**src/rtl/circ_agen_pkg.sv**
```systemverilog
package circ_agen_pkg;

    localparam int ADDR_W_DEF = 14;
    localparam int NREG_DEF   = 4;
    localparam int NGEN_DEF   = 2;
    localparam int MODE_W_DEF = 7;

    typedef enum logic [1:0] {
        SEL_IDX  = 2'd0,
        SEL_MOD  = 2'd1,
        SEL_LEN  = 2'd2,
        SEL_MODE = 2'd3
    } wsel_e;

endpackage

```
**src/rtl/circ_agen_wrap.sv**
```systemverilog
module circ_agen_wrap #(
    parameter int AW = 14
) (
    input  logic [AW-1:0] idx,
    input  logic [AW-1:0] mdf,
    input  logic [AW-1:0] len,
    input  logic [AW-1:0] bse,
    output logic [AW-1:0] res
);
    localparam int SW = AW + 2;

    logic [SW-1:0] sum;
    logic [SW-1:0] lo;
    logic [SW-1:0] hi;
    logic [SW-1:0] ext_len;
    logic [SW-1:0] folded;

    assign ext_len = {2'b00, len};
    assign sum     = {2'b00, idx} + {{2{mdf[AW-1]}}, mdf};
    assign lo      = {2'b00, bse};
    assign hi      = lo + ext_len;

    always_comb begin
        if (len == '0) begin
            folded = sum;
        end else if ($signed(sum) >= $signed(hi)) begin
            folded = sum - ext_len;
        end else if ($signed(sum) < $signed(lo)) begin
            folded = sum + ext_len;
        end else begin
            folded = sum;
        end
        res = folded[AW-1:0];
    end

endmodule

```
**src/rtl/circ_agen_bank.sv**
```systemverilog
module circ_agen_bank
    import circ_agen_pkg::*;
#(
    parameter int AW   = ADDR_W_DEF,
    parameter int NREG = NREG_DEF,
    localparam int IW  = $clog2(NREG)
) (
    input  logic          clk,
    input  logic          rst_n,
    input  logic          wr_en,
    input  logic [1:0]    wr_sel,
    input  logic [IW-1:0] wr_idx,
    input  logic [AW-1:0] wr_data,
    input  logic          mod_en,
    input  logic [IW-1:0] mod_i,
    input  logic [IW-1:0] mod_m,
    output logic [AW-1:0] upd
);
    typedef struct packed {
        logic [NREG-1:0][AW-1:0] idx;
        logic [NREG-1:0][AW-1:0] mdf;
        logic [NREG-1:0][AW-1:0] len;
        logic [NREG-1:0][AW-1:0] bse;
    } bank_t;

    bank_t st_d, st_q;
    logic [AW-1:0] res;

    circ_agen_wrap #(.AW(AW)) wrap_i (
        .idx (st_q.idx[mod_i]),
        .mdf (st_q.mdf[mod_m]),
        .len (st_q.len[mod_i]),
        .bse (st_q.bse[mod_i]),
        .res (res)
    );

    assign upd = res;

    always_comb begin
        st_d = st_q;
        if (mod_en) begin
            st_d.idx[mod_i] = res;
        end
        if (wr_en) begin
            case (wr_sel)
                SEL_IDX: begin
                    st_d.idx[wr_idx] = wr_data;
                    st_d.bse[wr_idx] = wr_data;
                end
                SEL_MOD: st_d.mdf[wr_idx] = wr_data;
                SEL_LEN: st_d.len[wr_idx] = wr_data;
                default: ;
            endcase
        end
    end

    always_ff @(posedge clk or negedge rst_n) begin
        if (!rst_n) begin
            st_q <= '0;
        end else begin
            st_q <= st_d;
        end
    end

    // in-buffer window check helpers
    logic [AW+1:0] cur_w, lo_w, hi_w, res_w, step_mag;
    logic [AW-1:0] cur_mdf;
    assign cur_mdf  = st_q.mdf[mod_m];
    assign cur_w    = {2'b00, st_q.idx[mod_i]};
    assign lo_w     = {2'b00, st_q.bse[mod_i]};
    assign hi_w     = lo_w + {2'b00, st_q.len[mod_i]};
    assign res_w    = {2'b00, res};
    assign step_mag = cur_mdf[AW-1] ? {2'b00, (~cur_mdf + 1'b1)} : {2'b00, cur_mdf};

    p_stay_in_buf_r1: assert property (@(posedge clk) disable iff (!rst_n)
        (mod_en && st_q.len[mod_i] != '0 && cur_w >= lo_w && cur_w < hi_w
         && step_mag < {2'b00, st_q.len[mod_i]})
        |-> (res_w >= lo_w && res_w < hi_w));

    p_base_latch_r3: assert property (@(posedge clk) disable iff (!rst_n)
        (wr_en && wr_sel == SEL_IDX) |=> st_q.bse[$past(wr_idx)] == $past(wr_data));

    p_mod_keeps_ml_r9: assert property (@(posedge clk) disable iff (!rst_n)
        (mod_en && !wr_en) |=> ($stable(st_q.mdf) && $stable(st_q.len)));

    p_idle_hold_r4: assert property (@(posedge clk) disable iff (!rst_n)
        (!mod_en && !wr_en) |=> $stable(st_q));

endmodule

```
**src/rtl/circ_agen.sv**
```systemverilog
module circ_agen
    import circ_agen_pkg::*;
#(
    parameter int AW      = ADDR_W_DEF,
    parameter int NREG    = NREG_DEF,
    parameter int NGEN    = NGEN_DEF,
    parameter int MODE_W  = MODE_W_DEF,
    parameter int REV_BIT = 1,
    parameter int REV_GEN = 0,
    localparam int IW     = $clog2(NREG),
    localparam int GW     = $clog2(NGEN)
) (
    input  logic          clk,
    input  logic          rst_n,
    input  logic          wr_en,
    input  logic [1:0]    wr_sel,
    input  logic [GW-1:0] wr_gen,
    input  logic [IW-1:0] wr_idx,
    input  logic [AW-1:0] wr_data,
    input  logic          mod_en,
    input  logic [GW-1:0] mod_gen,
    input  logic [IW-1:0] mod_i,
    input  logic [IW-1:0] mod_m,
    output logic          addr_vld,
    output logic [AW-1:0] addr_out
);
    typedef struct packed {
        logic [MODE_W-1:0] mode;
        logic              vld;
        logic [AW-1:0]     addr;
    } top_t;

    top_t top_d, top_q;

    logic [AW-1:0] bank_upd [NGEN];
    logic [AW-1:0] upd;
    logic [AW-1:0] upd_rev;
    logic          rev_sel;
    logic          wr_mode;

    assign wr_mode = wr_en && (wr_sel == SEL_MODE);

    for (genvar g = 0; g < NGEN; g++) begin : g_bank
        circ_agen_bank #(.AW(AW), .NREG(NREG)) bank_i (
            .clk     (clk),
            .rst_n   (rst_n),
            .wr_en   (wr_en && !wr_mode && (wr_gen == GW'(g))),
            .wr_sel  (wr_sel),
            .wr_idx  (wr_idx),
            .wr_data (wr_data),
            .mod_en  (mod_en && (mod_gen == GW'(g))),
            .mod_i   (mod_i),
            .mod_m   (mod_m),
            .upd     (bank_upd[g])
        );
    end

    assign upd = bank_upd[mod_gen];

    for (genvar b = 0; b < AW; b++) begin : g_rev
        assign upd_rev[b] = upd[AW-1-b];
    end

    assign rev_sel = top_q.mode[REV_BIT] && (mod_gen == GW'(REV_GEN));

    always_comb begin
        top_d     = top_q;
        top_d.vld = mod_en;
        if (mod_en) begin
            top_d.addr = rev_sel ? upd_rev : upd;
        end
        if (wr_mode) begin
            top_d.mode = wr_data[MODE_W-1:0];
        end
    end

    always_ff @(posedge clk or negedge rst_n) begin
        if (!rst_n) begin
            top_q <= '0;
        end else begin
            top_q <= top_d;
        end
    end

    assign addr_vld = top_q.vld;
    assign addr_out = top_q.addr;

    p_vld_after_mod_r5: assert property (@(posedge clk) disable iff (!rst_n)
        mod_en |=> addr_vld);

    p_hold_when_idle_r5: assert property (@(posedge clk) disable iff (!rst_n)
        !mod_en |=> (!addr_vld && $stable(addr_out)));

    p_rev_keeps_ones_r6: assert property (@(posedge clk) disable iff (!rst_n)
        mod_en |=> $countones(addr_out) == $countones($past(upd)));

endmodule

```
**config.mk**
```make
export PLATFORM = sky130hd
export DESIGN_NAME = circ_agen
export DESIGN_NICKNAME = d
export VERILOG_FILES = /design/src/rtl/circ_agen_pkg.sv /design/src/rtl/circ_agen_wrap.sv /design/src/rtl/circ_agen_bank.sv /design/src/rtl/circ_agen.sv
export SDC_FILE = /design/constraint.sdc
export NUM_CORES = 1
export LEC_CHECK = 0
export BUFFER_PORTS_ARGS = -buffer_cell sky130_fd_sc_hd__buf_2
export CORE_MARGIN = 5
export CORE_UTILIZATION = 58
export DETAILED_ROUTE_END_ITERATION = 7
export PLACE_DENSITY = 0.86
export SETUP_SLACK_MARGIN = 0.1
export SLEW_MARGIN = 5
export SYNTH_ARGS = -nofsm -noshare
export SYNTH_HDL_FRONTEND = slang
export SYNTH_SLANG_ARGS = --single-unit
```
**constraint.sdc**
```tcl
create_clock -name clk -period 5.45 [get_ports clk]
set_input_delay 0.545 -clock clk [delete_from_list [all_inputs] [get_ports clk]]
set_output_delay 0.545 -clock clk [all_outputs]
set_load 0.03 [all_outputs]
```
======== After elaboration in Yosys (flattened, before gate mapping) ========
Cells that the tools add are included.
word-level totals
  register bits ........................... 465
  output and inout port bits .............. 15
  word-level logic and storage cells ...... 130
operators by class
  add/subtract/negate cells ............... 8
  $lt $le $gt $ge ......................... 10
  eq/ne operators ......................... 3
  muxes and demuxes ....................... 52
  bitwise logic cells ..................... 3
  reduce and logical (&&, ||, !) cells .... 19
operators with widths
  cell                                                        count
  bitwise mux 56 bit                                          10
  2-to-1 mux 56 bit                                           10
  2-to-1 mux 224 bit                                          2
  2-to-1 mux 14 bit                                           20
  binary-select mux 14 bit (select 2 bit)                     8
  demux 14 bit (select 2 bit)                                 2
  adder 15 x 14 -> 16 bit                                     2
  >= comparator 16 bit                                        2
  less-than comparator 16 x 15 -> 1 bit                       2
  adder 14 x 14 -> 15 bit                                     2
  adder 14 bit                                                2
  logical NOT 14 bit                                          2
  subtractor 14 bit                                           2
  AND reduction 2 bit                                         6
  logical AND 1 bit                                           9
  less-than comparator 2 x 3 -> 1 bit, second input constant  3
  == test 2 bit, second input constant                        2
  >= comparator 2 x 1 -> 1 bit, second input constant         2
  == test 2 x 1 -> 1 bit, second input constant               1
  >= comparator 2 bit, second input constant                  1
  logical NOT 2 bit                                           1
  NOT 1 bit                                                   2
  NOT 1 -> 2 bit                                              1
  logical NOT 1 bit                                           1

======== Depth between registers and ports, before layout ========
Gate-level depths: netlist (run 1).
  word-level depth ........................ 12
  mapped depth ............................ 30

======== Modules after synthesis ========
A second synthesis (run 1) with hierarchy kept.
unflattened totals
  cell total of the unflattened synthesis .. 2576
  area, all modules ....................... 28547.4 µm²
modules (own cells, without submodules)
  module                                    instances  cells each  area each (µm²)  seq. area each (µm²)
  circ_agen_bank (g_bank[0].bank_i)         1          761         10226.1          5605.4
  circ_agen_bank (g_bank[1].bank_i)         1          761         10223.6          5605.4
  circ_agen_wrap (g_bank[1].bank_i.wrap_i)  1          485         3555.9           0.0
  circ_agen_wrap (g_bank[0].bank_i.wrap_i)  1          468         3458.3           0.0
  circ_agen                                 1          101         1083.5           400.4

======== Worst setup path before layout (run 1) ========
OpenSTA, ideal clock, no wires.
  path kind ............................... input to register
  start ................................... input mod_i[0]
  end ..................................... register top_q (netlist bit addr_out[12])
  arrival time ............................ 6.781 ns
  data required time ...................... 5.324 ns
  slack ................................... -1.457 ns
  cell stages on the path ................. 27
  path through ............................ buf_2 > buf_2 > clkbuf_1 > buf_1 > mux4_2 > ha_1 > a21o_1 > a21oi_1 > o21bai_1 > a21oi_1 > o21bai_1 > a21oi_1 > o21bai_1 > a21oi_1 > xor2_1 > ha_1 > a21o_1 > a21oi_1 > o211ai_1 > a211oi_1 > o21ai_0 > a211oi_1 > a31o_2 > nand2_1 > o221a_2 > a22o_1 > a221o_1
between the ends
  cells in the longest elaborated chain, start to end .. 11
  elaborated cells between the ends (all ways) .. 36
  those cells by class .................... add/sub: 8; order compare: 4; mux: 22; reduce/logical: 2
ends and longest elaborated chain
  what                                                                   RTL line                                    source
  from (decl)                                                            circ_agen.sv:22                             input logic [IW-1:0] mod_i,
  binary-select mux 14 bit (select 2 bit)                                circ_agen_bank.sv:30                        .idx (st_q.idx[mod_i]),
  2-to-1 mux 14 bit (not written as such)                                circ_agen_bank.sv:30
  adder 15 x 14 -> 16 bit                                                circ_agen_wrap.sv:19                        assign sum = {2'b00, idx} + {{2{mdf[AW-1]}}, mdf};
  adder 14 bit or less-than comparator 16 x 15 -> 1 bit (tied branches)  circ_agen_wrap.sv:29, circ_agen_wrap.sv:28
  2-to-1 mux 14 bit                                                      circ_agen_wrap.sv:28                        end else if ($signed(sum) < $signed(lo)) begin
  2-to-1 mux 14 bit                                                      circ_agen_wrap.sv:26                        end else if ($signed(sum) >= $signed(hi)) begin
  2-to-1 mux 14 bit                                                      circ_agen_wrap.sv:24                        if (len == '0) begin
  2-to-1 mux 14 bit (not written as such) (*) (3 in series)              circ_agen.sv:58                             assign upd = bank_upd[mod_gen];
  2-to-1 mux 14 bit (*)                                                  circ_agen.sv:70                             top_d.addr = rev_sel ? upd_rev : upd;
  to (signal assigned)                                                   circ_agen.sv:81                             top_q <= top_d;
  to (decl)                                                              circ_agen.sv:33                             top_t top_d, top_q;
Every way passes the cells marked *; elsewhere a longest branch is shown, timed or not. The select of a mux whose other input is x is not followed.
A chain may end at the register's enable or synchronous reset.

==> results of run 1 <==
==> layout by cell type, fill, tap and decap left out, types with 13 or more instances in the layout <==
cell type,n
dfrtp_1,464
nand2_1,422
buf_4,321
mux2_2,226
ha_1,143
mux4_2,112
o21ai_1,105
inv_1,102
nor2_1,95
o21ai_0,71
mux2i_1,70
a21oi_1,69
clkbuf_16,47
xnor2_1,46
buf_2,38
buf_6,37
a21o_1,29
a21oi_2,27
nor2_4,24
xor2_1,23
nor3_1,22
nand2b_1,21
o21a_1,20
nand3_1,19
nor2b_1,18
o21ai_2,15
o211ai_1,14
nor2_2,14
o21bai_1,13
ha_4,13
==> cell type report <==
class / instances / area (um2) / area share (%)
Antenna cell: 3 / 7.51 / 0.0220
Clock buffer: 60 / 1290 / 3.80
Clock inverter: 22 / 280 / 0.823
Inverter: 104 / 390 / 1.15
Multi-Input combinational cell: 1889 / 16400 / 48.2
Sequential cell: 464 / 11600 / 34.1
Tap cell: 615 / 769 / 2.26
Timing Repair Buffer: 410 / 3280 / 9.64
==> logic make-up (layout without fill, tap and decap cells) <==
group	Yosys count	in the layout	synth area share, %
XOR/XNOR	82	82	2.62
adder cells (fa/ha/maj)	168	168	7.79
AO/OA/AOI/OAI	505	505	11.8
other	0	3	0
multiplexers	418	418	21.2
flip-flops	464	464	41.9
AND/OR/NAND/NOR	715	716	11.1
buffers and inverters	254	596	3.72
==> timing repair <==
action	CTS	global route
setup endpoints to repair	92	126
cloned	1	0
gates resized for setup	63	245
setup buffers	9	41
pin swaps	44	150
==> metrics by stage <==
stage / hold WS [ns] / TNS (ns) / area [um2] / std cells
after floorplan: 0.249 / -3.92 / 28200 / 2606
after global placement: 0.454 / -40.02 / 31000 / 3432
after detailed placement: 0.460 / -51.86 / 31000 / 3432
after CTS: 0.0610 / 0 / 32800 / 3524
after global routing: 0.102 / -7.35 / 34100 / 3565
final: -0.0152 / -0.0499 / 34100 / 3567
==> path summary, 6_finish.rpt <==
check,end,slack (ns),depth (start not counted)
max,addr_out[6],-0.02,25
min reg2reg,flip-flop,0.48,2
max in group asynchronous,g_bank[0].bank_i.st_q[199],3.94,2
min in group clk,addr_vld,0.22,1
min,async pin,-0.02,1
max reg2reg,addr_out[6],-0.02,25
==> layer usage <==
| metal | vias up | global-route usage [%] | routed length (um) |
|---|---|---|---|
| met1 | 11600 | 43.6 | 35200 |
| met5 | - | 0 | 51 |
| met2 | 1625 | 51.3 | 41900 |
| met4 | 8 | 12.9 | 4770 |
| met3 | 443 | 10.2 | 10800 |
| li1 | 9941 | - | - |
==> run summary, run 1 <==
The category of cells accounting for the largest share of critical-path delay was compound AO/OA/AOI/OAI gates. For the post-synthesis net count, the log shows 2802. Of all cell types, the one taking the most synthesized area is dfrtp_1. The first global-routing pass estimated 136000 um of wire. Timing analysis after detailed placement gives a worst setup slack of -0.544 ns. TritonCTS built the clock tree. The count of nets left with antenna violations after detail routing was 0. The clock period minus final worst setup slack is 5.47 ns, and the count of boundary I/O pins is 43. Dividing the detail-routed wire length by the instance count gives 26.0 um. The tools report the floorplan die area as 52300 um2. The data required time at the worst endpoint was 5.94 ns. The number of detailed-routing iterations run before antenna repair is 6, and the worst slack on hold paths is -0.0152 ns.

Once detailed placement completed, the half-perimeter wirelength came to 61700 um. The fraction of registers with async set or reset after synthesis was 100%; the average footprint of a synthesized cell was 10.6 um2. The tools report the number of distinct library cells after synthesis as 88.

STA classifies the critical path endpoint as a flip-flop. The count of pins over their slew limit was 17; the initial core utilization was 58.3%. The type of the most critical hold path is in2async. Entering global routing, the biggest net connects 153 pins. Top flip-flop cell by instance count after synthesis: dfrtp_1. For this run, design rule violations remaining after detail routing come to 0. For the final count of negative-setup-slack endpoints, the log shows 3. The count of buffers inserted at the top-level ports was 42. The most common cell in the synthesized netlist is dfrtp_1. The tools report the initial DRC count as 3090. Of the available clock period, the critical path in the final layout requires 100%. The clock arrives with 0.0374 ns of skew.

After synthesis the cells add up to 27700 um2. Global routing used 32.9% of the available tracks across all layers. The number of global-route vias before repair was 23900; the total count of hold-check failures in the final report was 4. The worst-case clock buffer depth came out at 3.

In the routed layout, each cell is associated on average with a via count of 6.63. The top cell type by area accounts for 41.9% of the synthesized area. Row generation in the floorplan step produced 80 rows. For the number of inserted filler cells in the final layout, the log shows 3007.

Setup repair after global routing could not meet its margin everywhere. Die height: 229 um. The floorplan step defined a core boundary enclosing 47500 um2.

The share of layout cells above drive strength 1 was 35.5%; the total buffers and inverters traversed by the critical path was 4. The achievable clock frequency came out at 183 MHz. The number of maximum-capacitance violations came out at 1. The actual transition at the worst max-transition pin was 1.54 ns.

Once layout is complete, the utilization of the core stands at 71.6%. Ranked by instance count, the synthesized netlist is headed by 464 x dfrtp_1, 431 x nand2_1, 228 x mux2_2. The count of flip-flops with a built-in enable after synthesis is 0.

The run gives 41.9% as the sequential fraction of the synthesis area. Counting the buffers created by CTS gives 47. The tools report the global placement routability congestion as 0.982. The maximum cell stage delay along the critical path is 0.54 ns.

The checks that failed: hold timing, capacitance limit, slew limit, setup timing. The post-synthesis register bit count is 464, and the maximum level of the CTS H-tree is 2. The final net count is 3112, and the relative slew slack is -2.78%. The worst setup path is launched from a flip-flop. The insertion delay of the later-clocked pin in the worst-skew pair was 0.62 ns. The tools report the total overflow reported by the global router as 0. The worst setup path is of the reg2reg kind. The number of clock sinks was 464.

After synthesis, the cell types taking the most area are dfrtp_1 42%, mux2_2 9.3%, mux4_2 9.1%. The run gives 8 as the number of antenna violations at the first check in global routing. In this run the clock root is driven by a clkbuf_16.

In this run, post-CTS hold repair placed 0 buffers. The cell with the most instances on the worst path was a21oi_2. The routed wire length is 92700 um, and the overall die width is 229 um. The post-CTS clock slew at the launch and capture registers of the worst setup and hold paths was 0.06 ns. The worst path setup slack after routing came out at -0.0245 ns. The area growth from synthesis to layout is 22.8%. Via total after detailed routing: 23700.

The flow ran to the end, but the final reports show violations. The Yosys step of the flow raised 0 warnings. The critical path data arrival time was 5.97 ns. The largest fanout on the critical path came out at 7. Cell with the largest stage delay on the worst path: mux4_2. The synthesized instance count was 2606.
Power of run 1 is not shown: default switching activity piles up to over one toggle a cycle in this logic, so the estimate is an artifact.
==> run 2, diff against run 1 <==
SYNTH_HIERARCHICAL = 1   (was not set)
==> run summary, run 2 <==
The total of warnings raised by yosys is 6 (was 0). The floorplan die area was 53800 um2 (was 52300 um2); the via total after detailed routing was 23800 (was 23700). The insertion delay of the later-clocked pin in the worst-skew pair came out at 0.61 ns (was 0.62 ns).

The largest area contributor in the netlist is dfrtp_1 (unchanged). For the number of maximum-capacitance violations, the log shows 0 (was 1). The first-pass GRT wire length is 140000 um (was 136000 um), and the worst path setup slack after routing is -0.291 ns (was -0.0245 ns).

Synthesized instance count: 2576 (was 2606). The count of nets left with antenna violations after detail routing is 0 (unchanged), and the per-cell routed wire length is 25.8 um (was 26.0 um). The cell count of the worst reg-to-reg path is 25 (unchanged).

The met2 track utilization from global routing came out at 51.4% (was 51.3%). The run gives 0 (was 4) as the total count of hold-check failures in the final report. The number of global-route vias before repair was 24900 (was 23900). The tools report the global-route usage over all layers as 33.2% (was 32.9%). The average footprint of a synthesized cell is 11.1 um2 (was 10.6 um2), and the sequential fraction of the synthesis area is 40.7% (was 41.9%).

The run gives 5.95 ns (was 5.94 ns) as the data required time at the worst endpoint. The share of layout cells above drive strength 1 is 33.7% (was 35.5%), and the initial DRC count is 2846 (was 3090). The via-per-instance ratio is 6.69 (was 6.63).

The logs give 42.4% (was 43.6%) for the met1 demand-to-capacity share in global routing and 81 (was 80) for the standard-cell row count. Leading cell types by count after synthesis: 464 x dfrtp_1, 270 x o21ai_0, 223 x mux2_2 (was 464 x dfrtp_1, 431 x nand2_1, 228 x mux2_2). Critical path data arrival time: 6.25 ns (was 5.97 ns). The post-CTS clock slew at the launch and capture registers of the worst setup and hold paths is 0.07 ns (was 0.06 ns), and the fraction of the core area covered by cells at the end of the flow is 70.0% (was 71.6%).

The number of cells on the worst hold path was 3; the maximum level of the CTS H-tree was 2 (unchanged). Clock period minus final worst setup slack: 5.74 ns (was 5.47 ns). The TritonCTS buffer count is 49 (was 47).

The clock root buffer was clkbuf_16 (unchanged). The run gives 28500 um2 (was 27700 um2) as the cell area after synthesis. The met3 track utilization from global routing was 8.84% (was 10.2%); the post-synthesis net count was 2770 (was 2802). The maximum cell stage delay along the critical path was 0.57 ns (was 0.54 ns). The run gives 43 (unchanged) as the count of boundary I/O pins. The most common cell in the synthesized netlist was dfrtp_1 (unchanged). TritonCTS built the clock tree. For the final count of negative-setup-slack endpoints, the log shows 114 (was 3). The count of flip-flops with a built-in enable after synthesis came out at 0 (unchanged). Setup repair after global routing could not meet its margin everywhere.

The global placement routability congestion is 0.990 (was 0.982). Nature of the critical path startpoint: a flip-flop (unchanged). The tools report the worst-case clock buffer depth as 3 (unchanged).

The most common cell after layout, fill and taps aside is dfrtp_1 (unchanged). The top flip-flop cell by instance count after synthesis was dfrtp_1 (unchanged). The run gives 0 (was 17) as the count of pins over their slew limit. The share of the synthesized area in the top cell type was 40.7% (was 41.9%); the area of the core was 48800 um2 (was 47500 um2).

The number of clock sinks was 464 (unchanged); the maximum number of pins on one net before global-route repair was 171 (was 153). Commonest cells after routing, fill and taps aside: 464 x dfrtp_1, 316 x buf_4, 223 x mux2_2 (was 464 x dfrtp_1, 422 x nand2_1, 321 x buf_4). The post-synthesis register bit count was 464 (unchanged); the number of detailed-routing iterations run before antenna repair was 6 (unchanged). The routed wire length was 91600 um (was 92700 um); the final net count was 3048 (was 3112). Number of distinct library cells after synthesis: 97 (was 88).

Cell with the most instances on the worst path: a21oi_2 (unchanged). The overall die width is 232 um (was 229 um), and the part of the cycle the worst path needs is 105% (was 100%). The number of antenna violations at the first check in global routing came out at 2 (was 8). The relative slew slack was 3.80% (was -2.78%). Type of the most critical hold path: in2reg (was in2async).

The fraction of registers with async set or reset after synthesis came out at 100% (unchanged). Failing checks: setup timing (was hold timing, capacitance limit, slew limit, setup timing). The largest fanout on the critical path is 6 (was 7). The critical path capture point type is a flip-flop (unchanged). The achievable clock frequency was 174 MHz (was 183 MHz); the count of buffers inserted at the top-level ports was 42 (unchanged). For the initial core utilization, the log shows 58.4% (was 58.3%).

The cell with the largest stage delay on the worst path is mux4_2 (unchanged). The tools report the total DRC errors in the routed layout as 0 (unchanged). The tools report the total overflow reported by the global router as 0 (unchanged).

The most utilized layer in the global route result was met2 (unchanged). The setup skew after layout is 0.0249 ns (was 0.0374 ns), and the actual transition at the worst max-transition pin is 1.44 ns (was 1.54 ns). Post-DP HPWL: 61300 um (was 61700 um). Area growth from synthesis to layout: 19.8% (was 22.8%). The run finished, with violations left. The die height works out to 232 um (was 229 um).

Leading cell types by total area after synthesis: dfrtp_1 41%, mux4_2 8.8%, mux2_2 8.8% (was dfrtp_1 42%, mux2_2 9.3%, mux4_2 9.1%). Startpoint-to-endpoint class of the critical path: reg2reg (unchanged).
## run 2: cell types whose count changed in the layout (fill, tap and decap cells not counted), sizes merged, moves of 8 or more
cell | previous run | this run
nand2b | 21 | 33
inv | 106 | 222
mux2i | 78 | 126
o21a | 20 | 10
nand2 | 431 | 50
a21oi | 100 | 86
o211ai | 15 | 26
o21ai | 193 | 280
clkbuf | 60 | 68
nor2 | 133 | 59
nand3 | 20 | 155
nor3b | 3 | 12
buf | 410 | 390
## run 2: cells by family after synthesis
logic type | count (synthesis) | share of synthesized area, %
xor+xnor | 74 | 2.32
compound gates | 590 | 13.2
simple gates | 434 | 8.22
mux | 464 | 22.2
buf+inv | 384 | 5.94
flops | 464 | 40.7
fa+ha+maj | 166 | 7.49
## run 2: routing by layer
layer	wire length (um)	vias to the layer above
li1	-	9964
met1	34600	11800
met2	41700	1591
met3	9470	473
met4	5820	0
met5	0	-
## run 2: stage by stage
| stage | TNS (ns) | hold slack (ns) | std cells | area (um2) | setup WS (ns) |
|---|---|---|---|---|---|
| 2_1_floorplan | -0.747 | 0.249 | 2576 | 28900 | -0.0794 |
| 3_3_place_gp | -57.45 | 0.466 | 3409 | 31300 | -0.765 |
| 3_5_place_dp | -81.00 | 0.484 | 3409 | 31300 | -0.935 |
| 4_1_cts | -0.533 | 0.286 | 3540 | 33700 | -0.0519 |
| 5_1_grt | -38.57 | 0.302 | 3555 | 34200 | -0.436 |
| 6_report | -11.83 | 0.315 | 3556 | 34200 | -0.291 |
## run 2: path summary, 6_finish.rpt
check | startpoint | end | slack, ns
max in group asynchronous | rst_n | async pin | 3.41
min reg2reg | flip-flop | flip-flop | 0.50
min in group asynchronous | rst_n | g_bank[1].bank_i/st_q[194] | 0.54
max reg2reg | flip-flop | addr_out[1] | -0.29
max | flip-flop | addr_out[1] | -0.29
min | wr_en | top_q[16] | 0.32
## run 2: cell type report
type | count | area, um2
clock buffer | 68 | 1390
antenna | 2 | 5.00
tap | 664 | 831
fill | 3197 | 14700
sequential | 464 | 11600
clock inverter | 19 | 274
multi-input combinational | 1728 | 16200
timing repair buffer | 391 | 3050
inverter | 220 | 826
## run 2: worst max-delay path, delay by kind of cell, from the launching register on
| family | cells | cell delay (ns) |
|---|---|---|
| multiplexers | 1 | 0.57 |
| AO/OA/AOI/OAI | 14 | 2.86 |
| AND/OR/NAND/NOR | 4 | 0.55 |
| XOR/XNOR | 1 | 0.14 |
| flip-flops | 1 | 0.39 |
| buffers and inverters | 2 | 0.38 |
| adder cells (fa/ha/maj) | 3 | 0.74 |
## run 2: what timing repair did
action,4_1_cts,5_1_grt
pin swaps,39,43
resized for setup,131,98
hold endpoints to repair,12,0
hold buffers,1,0
setup buffers,43,14
endpoints found under the setup margin,126,126
Power of run 2 is left out for the same reason.
